## src/rtl/ptw_pkg.sv

```systemverilog
`timescale 1ns/1ps
package ptw_pkg;

  localparam int unsigned ADDR_W    = 32;
  localparam int unsigned FAULT_W   = 8;
  localparam int unsigned PERM_W    = 3;
  localparam int unsigned PG_SHIFT  = 12;
  localparam int unsigned SP_SHIFT  = 22;
  localparam int unsigned IDX_W     = SP_SHIFT - PG_SHIFT;
  localparam int unsigned BIT_PRES  = 2;
  localparam int unsigned BIT_RD    = 8;
  localparam int unsigned BIT_WR    = 7;
  localparam int unsigned BIT_EX    = 6;

  typedef enum logic [1:0] {
    ACC_RD  = 2'd0,
    ACC_WR  = 2'd1,
    ACC_EX  = 2'd2,
    ACC_RSV = 2'd3
  } acc_e;

  typedef enum logic [1:0] {
    DK_TABLE = 2'd0,
    DK_RSV1  = 2'd1,
    DK_RSV2  = 2'd2,
    DK_SUPER = 2'd3
  } dkind_e;

  typedef enum logic [2:0] {
    ST_IDLE    = 3'd0,
    ST_L1_REQ  = 3'd1,
    ST_L1_WAIT = 3'd2,
    ST_L2_REQ  = 3'd3,
    ST_L2_WAIT = 3'd4
  } walk_st_e;

  typedef logic [FAULT_W-1:0] fault_t;

  localparam fault_t FLT_NONE     = 8'h00;
  localparam fault_t FLT_TBL_MISS = 8'h05;
  localparam fault_t FLT_PG_MISS  = 8'h08;
  localparam fault_t FLT_SP_MISS  = 8'h0B;
  localparam fault_t FLT_BAD_KIND = 8'h0F;
  localparam fault_t FLT_NO_RD    = 8'h11;
  localparam fault_t FLT_NO_WR    = 8'h12;
  localparam fault_t FLT_NO_EX    = 8'h13;

  typedef struct packed {
    logic [ADDR_W-1:0] pa;
    logic [PERM_W-1:0] perm;
    logic              super_pg;
    fault_t            fault;
  } walk_res_t;

  function automatic logic [ADDR_W-1:0] l1_ptr(input logic [ADDR_W-1:0] base,
                                               input logic [ADDR_W-1:0] va);
    l1_ptr = {base[ADDR_W-1:PG_SHIFT], va[ADDR_W-1:SP_SHIFT], 2'b00};
  endfunction

  function automatic logic [ADDR_W-1:0] l2_ptr(input logic [ADDR_W-1:0] tdesc,
                                               input logic [ADDR_W-1:0] va);
    l2_ptr = {tdesc[ADDR_W-1:PG_SHIFT], va[SP_SHIFT-1:PG_SHIFT], 2'b00};
  endfunction

  function automatic logic [ADDR_W-1:0] sp_phys(input logic [ADDR_W-1:0] d,
                                                input logic [ADDR_W-1:0] va);
    sp_phys = {d[ADDR_W-1:SP_SHIFT], va[SP_SHIFT-1:0]};
  endfunction

  function automatic logic [ADDR_W-1:0] pg_phys(input logic [ADDR_W-1:0] d,
                                                input logic [ADDR_W-1:0] va);
    pg_phys = {d[ADDR_W-1:PG_SHIFT], va[PG_SHIFT-1:0]};
  endfunction

  function automatic logic [PERM_W-1:0] grant_bits(input logic [ADDR_W-1:0] d);
    grant_bits = {d[BIT_RD], d[BIT_WR], d[BIT_EX]};
  endfunction

  function automatic fault_t grant_check(input logic [PERM_W-1:0] g,
                                         input acc_e acc, input logic user);
    grant_check = FLT_NONE;
    if (user) begin
      case (acc)
        ACC_RD:  if (!g[2]) grant_check = FLT_NO_RD;
        ACC_WR:  if (!g[1]) grant_check = FLT_NO_WR;
        ACC_EX:  if (!g[0]) grant_check = FLT_NO_EX;
        default: grant_check = FLT_NONE;
      endcase
    end
  endfunction

endpackage

```

## src/rtl/ptw_seq.sv

```systemverilog
`timescale 1ns/1ps
module ptw_seq
  import ptw_pkg::*;
(
  input  logic clk,
  input  logic rst_n,
  input  logic start,
  input  logic rsp_valid,
  input  logic need_l2,
  output logic start_accept,
  output logic mem_req,
  output logic in_l2,
  output logic latch_l1,
  output logic walk_finish,
  output logic busy
);

  walk_st_e st_q, st_d;

  assign start_accept = start && (st_q == ST_IDLE);
  assign mem_req      = (st_q == ST_L1_REQ) || (st_q == ST_L2_REQ);
  assign in_l2        = (st_q == ST_L2_REQ) || (st_q == ST_L2_WAIT);
  assign latch_l1     = (st_q == ST_L1_WAIT) && rsp_valid && need_l2;
  assign walk_finish  = rsp_valid &&
                        (((st_q == ST_L1_WAIT) && !need_l2) || (st_q == ST_L2_WAIT));
  assign busy         = (st_q != ST_IDLE);

  always_comb begin
    st_d = st_q;
    case (st_q)
      ST_IDLE:    if (start) st_d = ST_L1_REQ;
      ST_L1_REQ:  st_d = ST_L1_WAIT;
      ST_L1_WAIT: if (rsp_valid) st_d = need_l2 ? ST_L2_REQ : ST_IDLE;
      ST_L2_REQ:  st_d = ST_L2_WAIT;
      ST_L2_WAIT: if (rsp_valid) st_d = ST_IDLE;
      default:    st_d = ST_IDLE;
    endcase
  end

  always_ff @(posedge clk or negedge rst_n) begin
    if (!rst_n) st_q <= ST_IDLE;
    else        st_q <= st_d;
  end

endmodule

```

## src/rtl/ptw_desc_eval.sv

```systemverilog
`timescale 1ns/1ps
module ptw_desc_eval
  import ptw_pkg::*;
(
  input  logic              level2,
  input  logic [ADDR_W-1:0] desc,
  input  logic [ADDR_W-1:0] va,
  input  acc_e              acc,
  input  logic              user,
  output logic              need_l2,
  output walk_res_t         res
);

  logic   present;
  dkind_e kind;

  assign present = desc[BIT_PRES];
  assign kind    = dkind_e'(desc[1:0]);

  always_comb begin
    res     = '0;
    need_l2 = 1'b0;
    if (!level2) begin
      case (kind)
        DK_SUPER: begin
          if (!present) begin
            res.fault = FLT_SP_MISS;
          end else begin
            res.pa       = sp_phys(desc, va);
            res.perm     = grant_bits(desc);
            res.super_pg = 1'b1;
            res.fault    = grant_check(grant_bits(desc), acc, user);
          end
        end
        DK_TABLE: begin
          if (!present) res.fault = FLT_TBL_MISS;
          else          need_l2   = 1'b1;
        end
        default: res.fault = FLT_BAD_KIND;
      endcase
    end else begin
      if (!present) begin
        res.fault = FLT_PG_MISS;
      end else if (kind != DK_TABLE) begin
        res.fault = FLT_BAD_KIND;
      end else begin
        res.pa    = pg_phys(desc, va);
        res.perm  = grant_bits(desc);
        res.fault = grant_check(grant_bits(desc), acc, user);
      end
    end
  end

endmodule

```

## src/rtl/ptw_result_hold.sv

```systemverilog
`timescale 1ns/1ps
module ptw_result_hold
  import ptw_pkg::*;
(
  input  logic      clk,
  input  logic      rst_n,
  input  logic      load,
  input  walk_res_t res_in,
  output logic      done,
  output walk_res_t res_out
);

  always_ff @(posedge clk or negedge rst_n) begin
    if (!rst_n) begin
      done    <= 1'b0;
      res_out <= '0;
    end else begin
      done <= load;
      if (load) res_out <= res_in;
    end
  end

endmodule

```

## src/rtl/ptw_walker.sv

```systemverilog
`timescale 1ns/1ps
module ptw_walker
  import ptw_pkg::*;
(
  input  logic                clk,
  input  logic                rst_n,
  input  logic                start,
  input  logic [ADDR_W-1:0]   req_va,
  input  logic [ADDR_W-1:0]   req_base,
  input  logic [1:0]          req_acc,
  input  logic                req_user,
  output logic                busy,
  output logic                mem_req,
  output logic [ADDR_W-1:0]   mem_addr,
  input  logic                mem_rsp_valid,
  input  logic [ADDR_W-1:0]   mem_rsp_data,
  output logic                done,
  output logic [ADDR_W-1:0]   res_pa,
  output logic [PERM_W-1:0]   res_perm,
  output logic                res_super,
  output logic [FAULT_W-1:0]  res_fault
);

  logic              start_accept;
  logic              walk_finish;
  logic              need_l2;
  logic              in_l2;
  logic              latch_l1;
  logic [ADDR_W-1:0] va_q;
  logic [ADDR_W-1:0] base_q;
  logic [ADDR_W-1:0] l1d_q;
  acc_e              acc_q;
  logic              user_q;
  walk_res_t         eval_res;
  walk_res_t         held_res;

  ptw_seq u_seq (
    .clk          (clk),
    .rst_n        (rst_n),
    .start        (start),
    .rsp_valid    (mem_rsp_valid),
    .need_l2      (need_l2),
    .start_accept (start_accept),
    .mem_req      (mem_req),
    .in_l2        (in_l2),
    .latch_l1     (latch_l1),
    .walk_finish  (walk_finish),
    .busy         (busy)
  );

  always_ff @(posedge clk or negedge rst_n) begin
    if (!rst_n) begin
      va_q   <= '0;
      base_q <= '0;
      acc_q  <= ACC_RD;
      user_q <= 1'b0;
      l1d_q  <= '0;
    end else begin
      if (start_accept) begin
        va_q   <= req_va;
        base_q <= req_base;
        acc_q  <= acc_e'(req_acc);
        user_q <= req_user;
      end
      if (latch_l1) l1d_q <= mem_rsp_data;
    end
  end

  assign mem_addr = in_l2 ? l2_ptr(l1d_q, va_q) : l1_ptr(base_q, va_q);

  ptw_desc_eval u_eval (
    .level2  (in_l2),
    .desc    (mem_rsp_data),
    .va      (va_q),
    .acc     (acc_q),
    .user    (user_q),
    .need_l2 (need_l2),
    .res     (eval_res)
  );

  ptw_result_hold u_hold (
    .clk     (clk),
    .rst_n   (rst_n),
    .load    (walk_finish),
    .res_in  (eval_res),
    .done    (done),
    .res_out (held_res)
  );

  assign res_pa    = held_res.pa;
  assign res_perm  = held_res.perm;
  assign res_super = held_res.super_pg;
  assign res_fault = held_res.fault;

endmodule

```

## config.mk

```make
export PLATFORM = sky130hd
export DESIGN_NAME = ptw_walker
export DESIGN_NICKNAME = d
export VERILOG_FILES = /design/src/rtl/ptw_pkg.sv /design/src/rtl/ptw_seq.sv /design/src/rtl/ptw_desc_eval.sv /design/src/rtl/ptw_result_hold.sv /design/src/rtl/ptw_walker.sv
export SDC_FILE = /design/constraint.sdc
export NUM_CORES = 1
export LEC_CHECK = 0
export ABC_CLOCK_PERIOD_IN_PS = 2500
export BUFFER_PORTS_ARGS = -buffer_cell sky130_fd_sc_hd__clkbuf_2
export CORE_MARGIN = 4
export CORE_UTILIZATION = 45
export DETAILED_ROUTE_END_ITERATION = 6
export GPL_TIMING_DRIVEN = 0
export PLACE_DENSITY = 0.76
export SLEW_MARGIN = 20
export SYNTH_ARGS = -nofsm -noshare
export SYNTH_HDL_FRONTEND = slang
export SYNTH_SLANG_ARGS = --single-unit
```

## constraint.sdc

```tcl
create_clock -name clk -period 2.5 [get_ports clk]
set_clock_uncertainty 0.05 [all_clocks]
set_input_delay 0.75 -clock clk [delete_from_list [all_inputs] [get_ports clk]]
set_output_delay 0.75 -clock clk [all_outputs]
set_load 0.01 [all_outputs]
```

==> results.toml, run 1 <==
[status]
run_status = "finished with violations"
violations = "negative setup slack"

[synth]
async_reset_ff_frac = 1.00
ys_dominant_reg_cell = "dfrtp_1"
post-synth-top-area-cell = "dfrtp_1"
ys_seq_elements = 120
edff_count_synth = 0
synthesized_instance_count = 401
synth.cell_area_um2 = 5580
synth-seq-area-share = 0.538
yosysUniqueCellTypes = 47
synth.area.top_cells = "dfrtp_1, mux2_2, mux2_4, o2bb2ai_1, nand3_1"
synth_largest_type_area_fraction = 0.538
syn-mean-instance-area_um2 = 13.9
yosysWarnings = 0

[worst_setup_path]
worst_r2r_path_depth = 7
crit_buf_inv = 3
worst_setup_path_start_kind = "register"
ff2ff_setup_slack_ns = 0.37
worst_path_max_delay_cell = "dfrtp_1"
required_ns = 1.70
worstSetupPathType = "reg -> out"
cells_along_the_critical_path = "buf_6, nand3b_1, nand2_8, buf_12, mux2_2, clkbuf_2"
timing.critical_path.arrival_ns = 2.00
worstReg2RegStart = "u_seq.st_q[0]$_DFFE_PN0P_"
max_stage_delay_ns = 0.39
critPathTopFamily = "simple AND/OR/NAND/NOR gates"
setup.worst_path.end_class = "primary output"
critical_path.reg2reg.endpoint = "u_hold.res_out[27]$_DFFE_PN0P_"
crit_path_max_fanout = 6

[place]
dp.cells = 732
post-place-ws_ns = -0.159
post-dp-hpwl_mm = 10.1
placement.io_buffers = 158
place.gp.congestion = 0.788

[clock_network]
cts_buffers = 17
clk_path_buf_depth = 2
clock_tree_from_tritoncts = "yes"
clock-root-buffer = "clkbuf_16"
ctsHoldBuffers = 0
worst_skew_pair.late_latency_ns = 0.41
h-tree-depth = 4
clock_sink_count = 120
cts.clk_slew.worst_paths_ns = 0.05

[layout]
synthToLayoutAreaGrowth_pct = 35.7
final_nets = 698
most_frequent_cells_in_the_layout = "clkbuf_2, dfrtp_1, mux2_4, mux2_2, nand3_1"
n_fill_cell = 909
stdcell_count = 774
drive_gt1_frac = 0.551
layout_commonest_cell = "clkbuf_2"
number_of_diodes = 0

[drt]
vias_per_cell = 5.32
ant_nets = 0
avgRoutedWirePerCell_um = 19.3
num_vias = 4118
routed_wirelength_mm = 14.9
drt-pass1-iter-count = 4
route.detailed.drc = 0
drt_iter0_drc = 382

[grt]
pin_count_of_the_biggest_net_entering_global_routing = 71
global_route.usage.total = 0.211
grt_antenna_before_repair = 0
first_global_vias = 4429
grt_pass1_wl_mm = 23.6
global_route.overflow_total = 0

[floorplanning]
die-height_um = 119
placement_rows = 40
coreArea_um2 = 12100
die_width_um = 119
initial_utilization = 0.462
die-area_um2 = 14200
num_io_pins = 182

[timing]
finalWorstPathRequiredPeriod_ns = 2.80
finalHoldViolCount = 0
fmax_ghz = 0.357
timing_worst_slew_pin_value_ns = 0.815
finalSetupViolations = 30
post_route_clock_period_utilization = 1.12
slew_headroom = 0.455
final_max_slew_viol_count = 0
timing.final.ws_setup_ns = -0.305
rsz0062_at_grt = "yes"

[pwr]
leakage_nw = 3.69
power_per_cell_area_nw_per_um2 = 1330
max-vdd-ir-drop_v = 0.000923

[hold_path]
worst_hold_path_type = "in -> async"

[flow_run]
max_cap_violations = 0
## power by group
| group | internal (mW) | switching [mW] | total, mW |
|---|---|---|---|
| logic | 2.54 | 1.85 | 4.38 |
| registers | 2.79 | 0.548 | 3.34 |
| clock network | 1.48 | 0.841 | 2.32 |
| total | 6.81 | 3.24 | 10.0 |
## cell usage after synthesis, drive strengths merged, types with 2 or more instances
cell       n
buf       26
and2      11
a221o     10
ha         2
clkbuf     6
nand2      6
nor3b      2
nand2b     6
nand3b     2
o21ai      8
mux2     108
nor2       6
o2bb2ai   25
inv        7
nand3     26
a31o       2
a21boi     2
nor2b      3
dfrtp    120
a21oi      5
a31oi      2
## worst reg2reg max path: stages (launching register included)
cell and delay, ns:
dfrtp_1 0.38, buf_4 0.14, buf_4 0.13, nor2b_1 0.13
clkbuf_1 0.43, nand2_2 0.13, buf_2 0.24, a221o_1 0.38
## routing by layer
layer,global-route usage,part of all wire,vias up,wire (um)
met5,0,0,-,0
met4,0.0709,0.018,0,276
met3,0.0793,0.090,25,1350
met2,0.327,0.47,166,6990
met1,0.272,0.42,2089,6320
li1,-,-,1838,-
## how the worst max path moves through the flow
stage | slack [ns] | to | cells after the start | from
floorplan | 0.16 | mem_addr[10] | 4 | u_seq.st_q[0]$_DFFE_PN0P_
finish | -0.30 | mem_addr[9] | 6 | u_seq.st_q[2]$_DFFE_PN0P_
detailed placement | -0.16 | mem_addr[12] | 5 | u_seq.st_q[0]$_DFFE_PN0P_
global route | -0.36 | mem_addr[31] | 5 | u_seq.st_q[0]$_DFFE_PN0P_
global placement | -1.12 | base_q[16]$_DFFE_PN0P_ | 1 | rst_n
CTS | -0.34 | mem_addr[9] | 5 | u_seq.st_q[1]$_DFFE_PN0P_
## registers in the layout (all words and copies together) (netlist names)
signal	cells
u_hold.res_out	41
va_q	32
base_q	20
l1d_q	20
u_seq.st_q	3
acc_q	2
u_hold.done	1
user_q	1
## logic make-up (layout without fill, tap and decap cells)
group / count (synthesis) / after routing / synth area share
other cells: 1 / 5 / 0.000672
simple gates: 68 / 68 / 0.0725
compound gates: 62 / 62 / 0.0922
mux: 109 / 109 / 0.241
buf+inv: 39 / 240 / 0.0511
flops: 120 / 120 / 0.538
fa+ha+maj: 2 / 2 / 0.00449
## cell type report
type / instances / area (um^2) / share of cell area
timing repair buffer: 169 / 1050 / 0.138
buffer: 32 / 304 / 0.0402
inverter: 7 / 26.3 / 0.00347
sequential: 120 / 3000 / 0.397
clock inverter: 9 / 100 / 0.0132
tap: 168 / 210 / 0.0278
multi-input combinational: 246 / 2420 / 0.320
clock buffer: 23 / 458 / 0.0605
## stage by stage
stage                     setup TNS (ns)  area, um^2  utilization  hold slack [ns]  total power [mW]
after floorplan                        0        5590            -            0.404              5.70
after global placement           -137.89        6590        0.547            0.417              6.86
after detailed placement           -6.06        6630        0.550            0.426              6.99
after CTS                          -9.11        7400        0.614            0.307              9.71
after global routing              -10.20        7570        0.628            0.329              10.6
final                              -8.35        7570        0.628            0.287              10.0
## what timing repair did
action / in CTS / in global routing
resized for setup: 35 / 47
pin swaps: 2 / 2
gates cloned: 1 / 1
endpoints found under the setup margin: 30 / 31
setup buffers: 7 / 1
Note: power is estimated with default switching activity, not from simulation.
==> run 2: changes to the inputs <==
--- a/config.mk
+++ b/config.mk
@@ -10,8 +10,9 @@
 export CORE_MARGIN = 4
 export CORE_UTILIZATION = 45
 export DETAILED_ROUTE_END_ITERATION = 6
-export GPL_TIMING_DRIVEN = 0
+export GPL_TIMING_DRIVEN = 1
 export PLACE_DENSITY = 0.76
+export SKIP_LAST_GASP = 1
 export SLEW_MARGIN = 20
 export SYNTH_ARGS = -nofsm -noshare
 export SYNTH_HDL_FRONTEND = slang
==> results.toml, run 2 (synthesis results as in run 1) <==
[floorplanning]
die-area_um2 = 14200
placement_rows = 40
num_io_pins = 182
die-height_um = 119
die_width_um = 119
initial_utilization = 0.462
coreArea_um2 = 12100

[layout]
final_nets = 674
top_regs = "u_hold.res_out x41, va_q x32"
largest_register_ff_count = 41
drive_gt1_frac = 0.549
final_core_utilization = 0.598
synthToLayoutAreaGrowth_pct = 29.2
most_frequent_cells_in_the_layout = "clkbuf_2, dfrtp_1, mux2_2, mux2_4, nand3_1"
number_of_diodes = 0
largest_register_by_flop_count = "u_hold.res_out"
final_area_um2 = 7210
layout_commonest_cell = "clkbuf_2"

[drt]
route.detailed.drc = 0
drt-pass1-iter-count = 4
ant_nets = 0
vias_per_cell = 5.32
avgRoutedWirePerCell_um = 18.4
routed_wirelength_mm = 13.8
drt_iter0_drc = 332
num_vias = 3984

[clock_network]
clock_sink_count = 120
clock_tree_from_tritoncts = "yes"
clk_path_buf_depth = 2
h-tree-depth = 4
cts_buffers = 17
cts.clk_slew.worst_paths_ns = 0.05
worst_skew_pair.late_latency_ns = 0.41
clock-root-buffer = "clkbuf_16"

[timing]
timing.final.ws_setup_ns = -0.268
finalSetupViolations = 30
slew_headroom = 0.510
fmax_ghz = 0.361
finalHoldViolCount = 0
final_max_slew_viol_count = 0
timing_worst_slew_pin_value_ns = 0.733
finalWorstPathRequiredPeriod_ns = 2.77
rsz0062_at_grt = "yes"
post_route_clock_period_utilization = 1.11
fin_hold_ws_ns = 0.111

[worst_setup_path]
required_ns = 1.70
crit_path_max_fanout = 15
worst_setup_path_start_kind = "register"
setup.worst_path.end_class = "primary output"
worstSetupPathType = "reg -> out"
timing.critical_path.arrival_ns = 1.97

[grt]
grt_antenna_before_repair = 0
pin_count_of_the_biggest_net_entering_global_routing = 64
first_global_vias = 4305
global_route.usage.total = 0.199
global_route.overflow_total = 0
grt_pass1_wl_mm = 22.6

[place]
placement.io_buffers = 158
place.gp.congestion = 0.854
place_area_um2 = 6560
post-dp-hpwl_mm = 9.67

[status]
run_status = "finished with violations"
violations = "negative setup slack"

[pwr]
max-vdd-ir-drop_v = 0.000772
power_per_cell_area_nw_per_um2 = 1310
leakage_nw = 3.50

[hold_path]
worst_hold_path_type = "in -> async"

[flow_run]
max_cap_violations = 0
==> run 2: cell types whose count changed in the layout (fill, tap and decap cells not counted), sizes merged <==
cell / change
clkinv: -1
clkbuf: +10
buf: -33
bufinv: +1
clkinvlp: -2
==> run 2: layout make-up <==
cell class                 count  area, um^2
tap                          168         210
clock inverter                 7         114
inverter                       7        26.3
fill                         981        4850
timing repair buffer         177        1030
clock buffer                  24         512
sequential                   120        3000
multi-input combinational    246        2310
==> run 2: worst max-delay path: stages (launching register included) <==
cell,delay (ns)
dfrtp_1,0.37
or3b_4,0.42
nand2_4,0.11
buf_12,0.17
mux2_2,0.35
clkbuf_2,0.13
==> run 2: per-layer routing <==
metal	global-route usage	up-vias	wire [um]
li1	-	1788	-
met1	0.262	2020	5840
met2	0.310	163	6520
met3	0.0693	13	1260
met4	0.0659	0	140
met5	0	-	0
==> run 2: report_power, final <==
part / switching [mW] / leakage [nW] / internal (mW)
clock network: 0.819 / 0.312 / 1.72
registers: 0.510 / 1.51 / 2.79
logic: 1.67 / 1.68 / 1.95
==> run 2: worst paths after layout <==
path / start / to / slack [ns] / cells past startpoint
setup reg to reg: u_seq.st_q[0]$_DFFE_PN0P_ / u_hold.res_out[4]$_DFFE_PN0P_ / 0.51 / 5
min in group clk: u_hold.res_out[43]$_DFFE_PN0P_ / u_hold.res_out[43]$_DFFE_PN0P_ / 0.43 / 1
hold reg to reg: u_hold.res_out[43]$_DFFE_PN0P_ / u_hold.res_out[43]$_DFFE_PN0P_ / 0.43 / 1
max in group asynchronous: rst_n / base_q[16]$_DFFE_PN0P_ / 1.75 / 2
hold / removal: rst_n / u_hold.res_out[17]$_DFFE_PN0P_ / 0.11 / 1
setup / recovery: u_seq.st_q[0]$_DFFE_PN0P_ / mem_addr[22] / -0.27 / 5
==> run 2: timing repair <==
action / 4_1_cts / 5_1_grt
gates resized for setup: 2 / 1
pin swaps: 1 / 1
buffers inserted: 0 / 1
setup endpoints to repair: 30 / 30
hold buffers: 0 / 0
==> run 2: per-stage QoR <==
step | setup TNS, ns | worst slack [ns] | power (mW) | std cells
after floorplan | 0 | 0.159 | 5.70 | 405
final | -7.53 | -0.268 | 9.46 | 749
after CTS | -8.03 | -0.285 | 9.54 | 748
after global placement | 0 | 0.0495 | 6.79 | 717
after global routing | -9.74 | -0.355 | 9.99 | 749
after detailed placement | 0 | 0.0198 | 6.94 | 717
==> run 3: changes to the inputs <==
--- a/config.mk
+++ b/config.mk
@@ -7,7 +7,7 @@
 export LEC_CHECK = 0
 export ABC_CLOCK_PERIOD_IN_PS = 2500
 export BUFFER_PORTS_ARGS = -buffer_cell sky130_fd_sc_hd__clkbuf_2
-export CORE_MARGIN = 4
+export CORE_MARGIN = 3
 export CORE_UTILIZATION = 45
 export DETAILED_ROUTE_END_ITERATION = 6
 export GPL_TIMING_DRIVEN = 1
==> results.toml, run 3 (synthesis results as in run 1) <==
[place]
post-dp-hpwl_mm = 9.33
dp.cells = 717
place.gp.congestion = 0.878
placement.io_buffers = 158
place_area_um2 = 6560

[clock_network]
clock-root-buffer = "clkbuf_16"
cts_buffers = 17
worst_skew_pair.late_latency_ns = 0.42
cts.clk_slew.worst_paths_ns = 0.05
clock_tree_from_tritoncts = "yes"
clk_path_buf_depth = 2
clock_sink_count = 120
ctsHoldBuffers = 0
h-tree-depth = 4

[layout]
largest_register_ff_count = 41
final_area_um2 = 7610
layout_commonest_cell = "clkbuf_2"
stdcell_count = 754
number_of_diodes = 0
synthToLayoutAreaGrowth_pct = 36.5
final_nets = 679
top_regs = "u_hold.res_out x41, va_q x32"
drive_gt1_frac = 0.548
most_frequent_cells_in_the_layout = "clkbuf_2, dfrtp_1, mux2_4, mux2_2, buf_6"
largest_register_by_flop_count = "u_hold.res_out"

[grt]
grt_pass1_wl_mm = 22.6
global_routing_met3_resource_utilization = 0.0747
grt.met2_usage = 0.316
global_route.overflow_total = 0
gr-max-usage-layer = "met2"
first_global_vias = 4232
global_route.usage.total = 0.206
grt_antenna_before_repair = 0
pin_count_of_the_biggest_net_entering_global_routing = 66
grt_util_met1 = 0.269

[timing]
final_max_slew_viol_count = 0
finalHoldViolCount = 0
post_route_clock_period_utilization = 1.11
timing.final.ws_setup_ns = -0.286
timing_worst_slew_pin_value_ns = 0.699
finalSetupViolations = 30
rsz0062_at_grt = "yes"
slew_headroom = 0.533
fmax_ghz = 0.359
finalWorstPathRequiredPeriod_ns = 2.79

[worst_setup_path]
max_stage_delay_ns = 0.44
timing.critical_path.arrival_ns = 1.99
critical_path.reg2reg.endpoint = "u_hold.res_out[4]$_DFFE_PN0P_"
cells_along_the_critical_path = "or3b_4, nand2_8, clkbuf_16, mux2_4, buf_6"
required_ns = 1.70
worst_setup_path_start_kind = "register"
setup.worst_path.end_class = "primary output"
worst_r2r_path_depth = 6
worst_path_max_delay_cell = "or3b_4"
crit_path_max_fanout = 6
worstReg2RegStart = "u_seq.st_q[0]$_DFFE_PN0P_"
worstSetupPathType = "reg -> out"
ff2ff_setup_slack_ns = 0.32

[drt]
num_vias = 4000
routed_wirelength_mm = 14.6
avgRoutedWirePerCell_um = 19.3
ant_nets = 0
route.detailed.drc = 0
vias_per_cell = 5.31
drt_iter0_drc = 350
drt-pass1-iter-count = 4

[floorplanning]
die-height_um = 117
coreArea_um2 = 12100
num_io_pins = 182
placement_rows = 40
initial_utilization = 0.462
die_width_um = 117
die-area_um2 = 13800

[pwr]
leakage_nw = 3.70
power_per_cell_area_nw_per_um2 = 1370
max-vdd-ir-drop_v = 0.000901

[flow_run]
max_cap_violations = 0

[status]
violations = "negative setup slack"
run_status = "finished with violations"

[hold_path]
worst_hold_path_type = "in -> async"
run 3: layout make-up:
| cell class | count | area [um^2] |
|---|---|---|
| inverter | 7 | 26.3 |
| fill | 894 | 4450 |
| sequential | 120 | 3000 |
| timing repair buffer | 182 | 1320 |
| multi-input combinational | 246 | 2440 |
| clock buffer | 24 | 482 |
| clock inverter | 7 | 141 |
| tap | 168 | 210 |
run 3: worst max path at each step:
stage	startpoint	endpoint	cells after the start	slack, ns
after floorplan	u_seq.st_q[0]$_DFFE_PN0P_	mem_addr[10]	4	0.16
after global placement	u_seq.st_q[2]$_DFFE_PN0P_	mem_addr[8]	5	0.12
after detailed placement	u_seq.st_q[2]$_DFFE_PN0P_	mem_addr[8]	5	0.09
after CTS	u_seq.st_q[0]$_DFFE_PN0P_	mem_addr[8]	5	-0.33
after global routing	u_seq.st_q[2]$_DFFE_PN0P_	mem_addr[16]	5	-0.34
final	u_seq.st_q[0]$_DFFE_PN0P_	mem_addr[24]	5	-0.29
run 3: where the power goes:
group          internal [mW]  leakage, nW  switching, mW
combinational           2.64         1.89           1.87
clock                   1.74        0.300          0.857
sequential              2.79         1.51          0.542
run 3: per-stage QoR:
stage	util	setup WS [ns]	power, mW	setup TNS, ns	hold WS (ns)
2_1_floorplan	-	0.159	5.70	0	0.404
3_3_place_gp	0.544	0.124	6.76	0	0.413
3_5_place_dp	0.544	0.0938	6.91	0	0.426
4_1_cts	0.601	-0.325	9.66	-8.67	0.290
5_1_grt	0.631	-0.343	11.0	-9.57	0.304
6_report	0.631	-0.286	10.4	-7.86	0.283
run 3: what timing repair did:
item,CTS,global route
setup buffers,2,1
pin swaps,2,2
cloned,1,2
gates resized for setup,6,96
endpoints found under the setup margin,30,30
run 3: worst max-delay path: cells and delay by family, from the launching register on:
kind,cells,cell delay (ns)
buffers and inverters,2,0.30
flip-flops,1,0.37
multiplexers,1,0.31
AND/OR/NAND/NOR,2,0.58
run 3: per-layer routing:
layer | wire length (um) | part of all wire
met5 | 0 | 0
met4 | 260 | 0.018
met3 | 1150 | 0.079
met2 | 6790 | 0.47
met1 | 6390 | 0.44
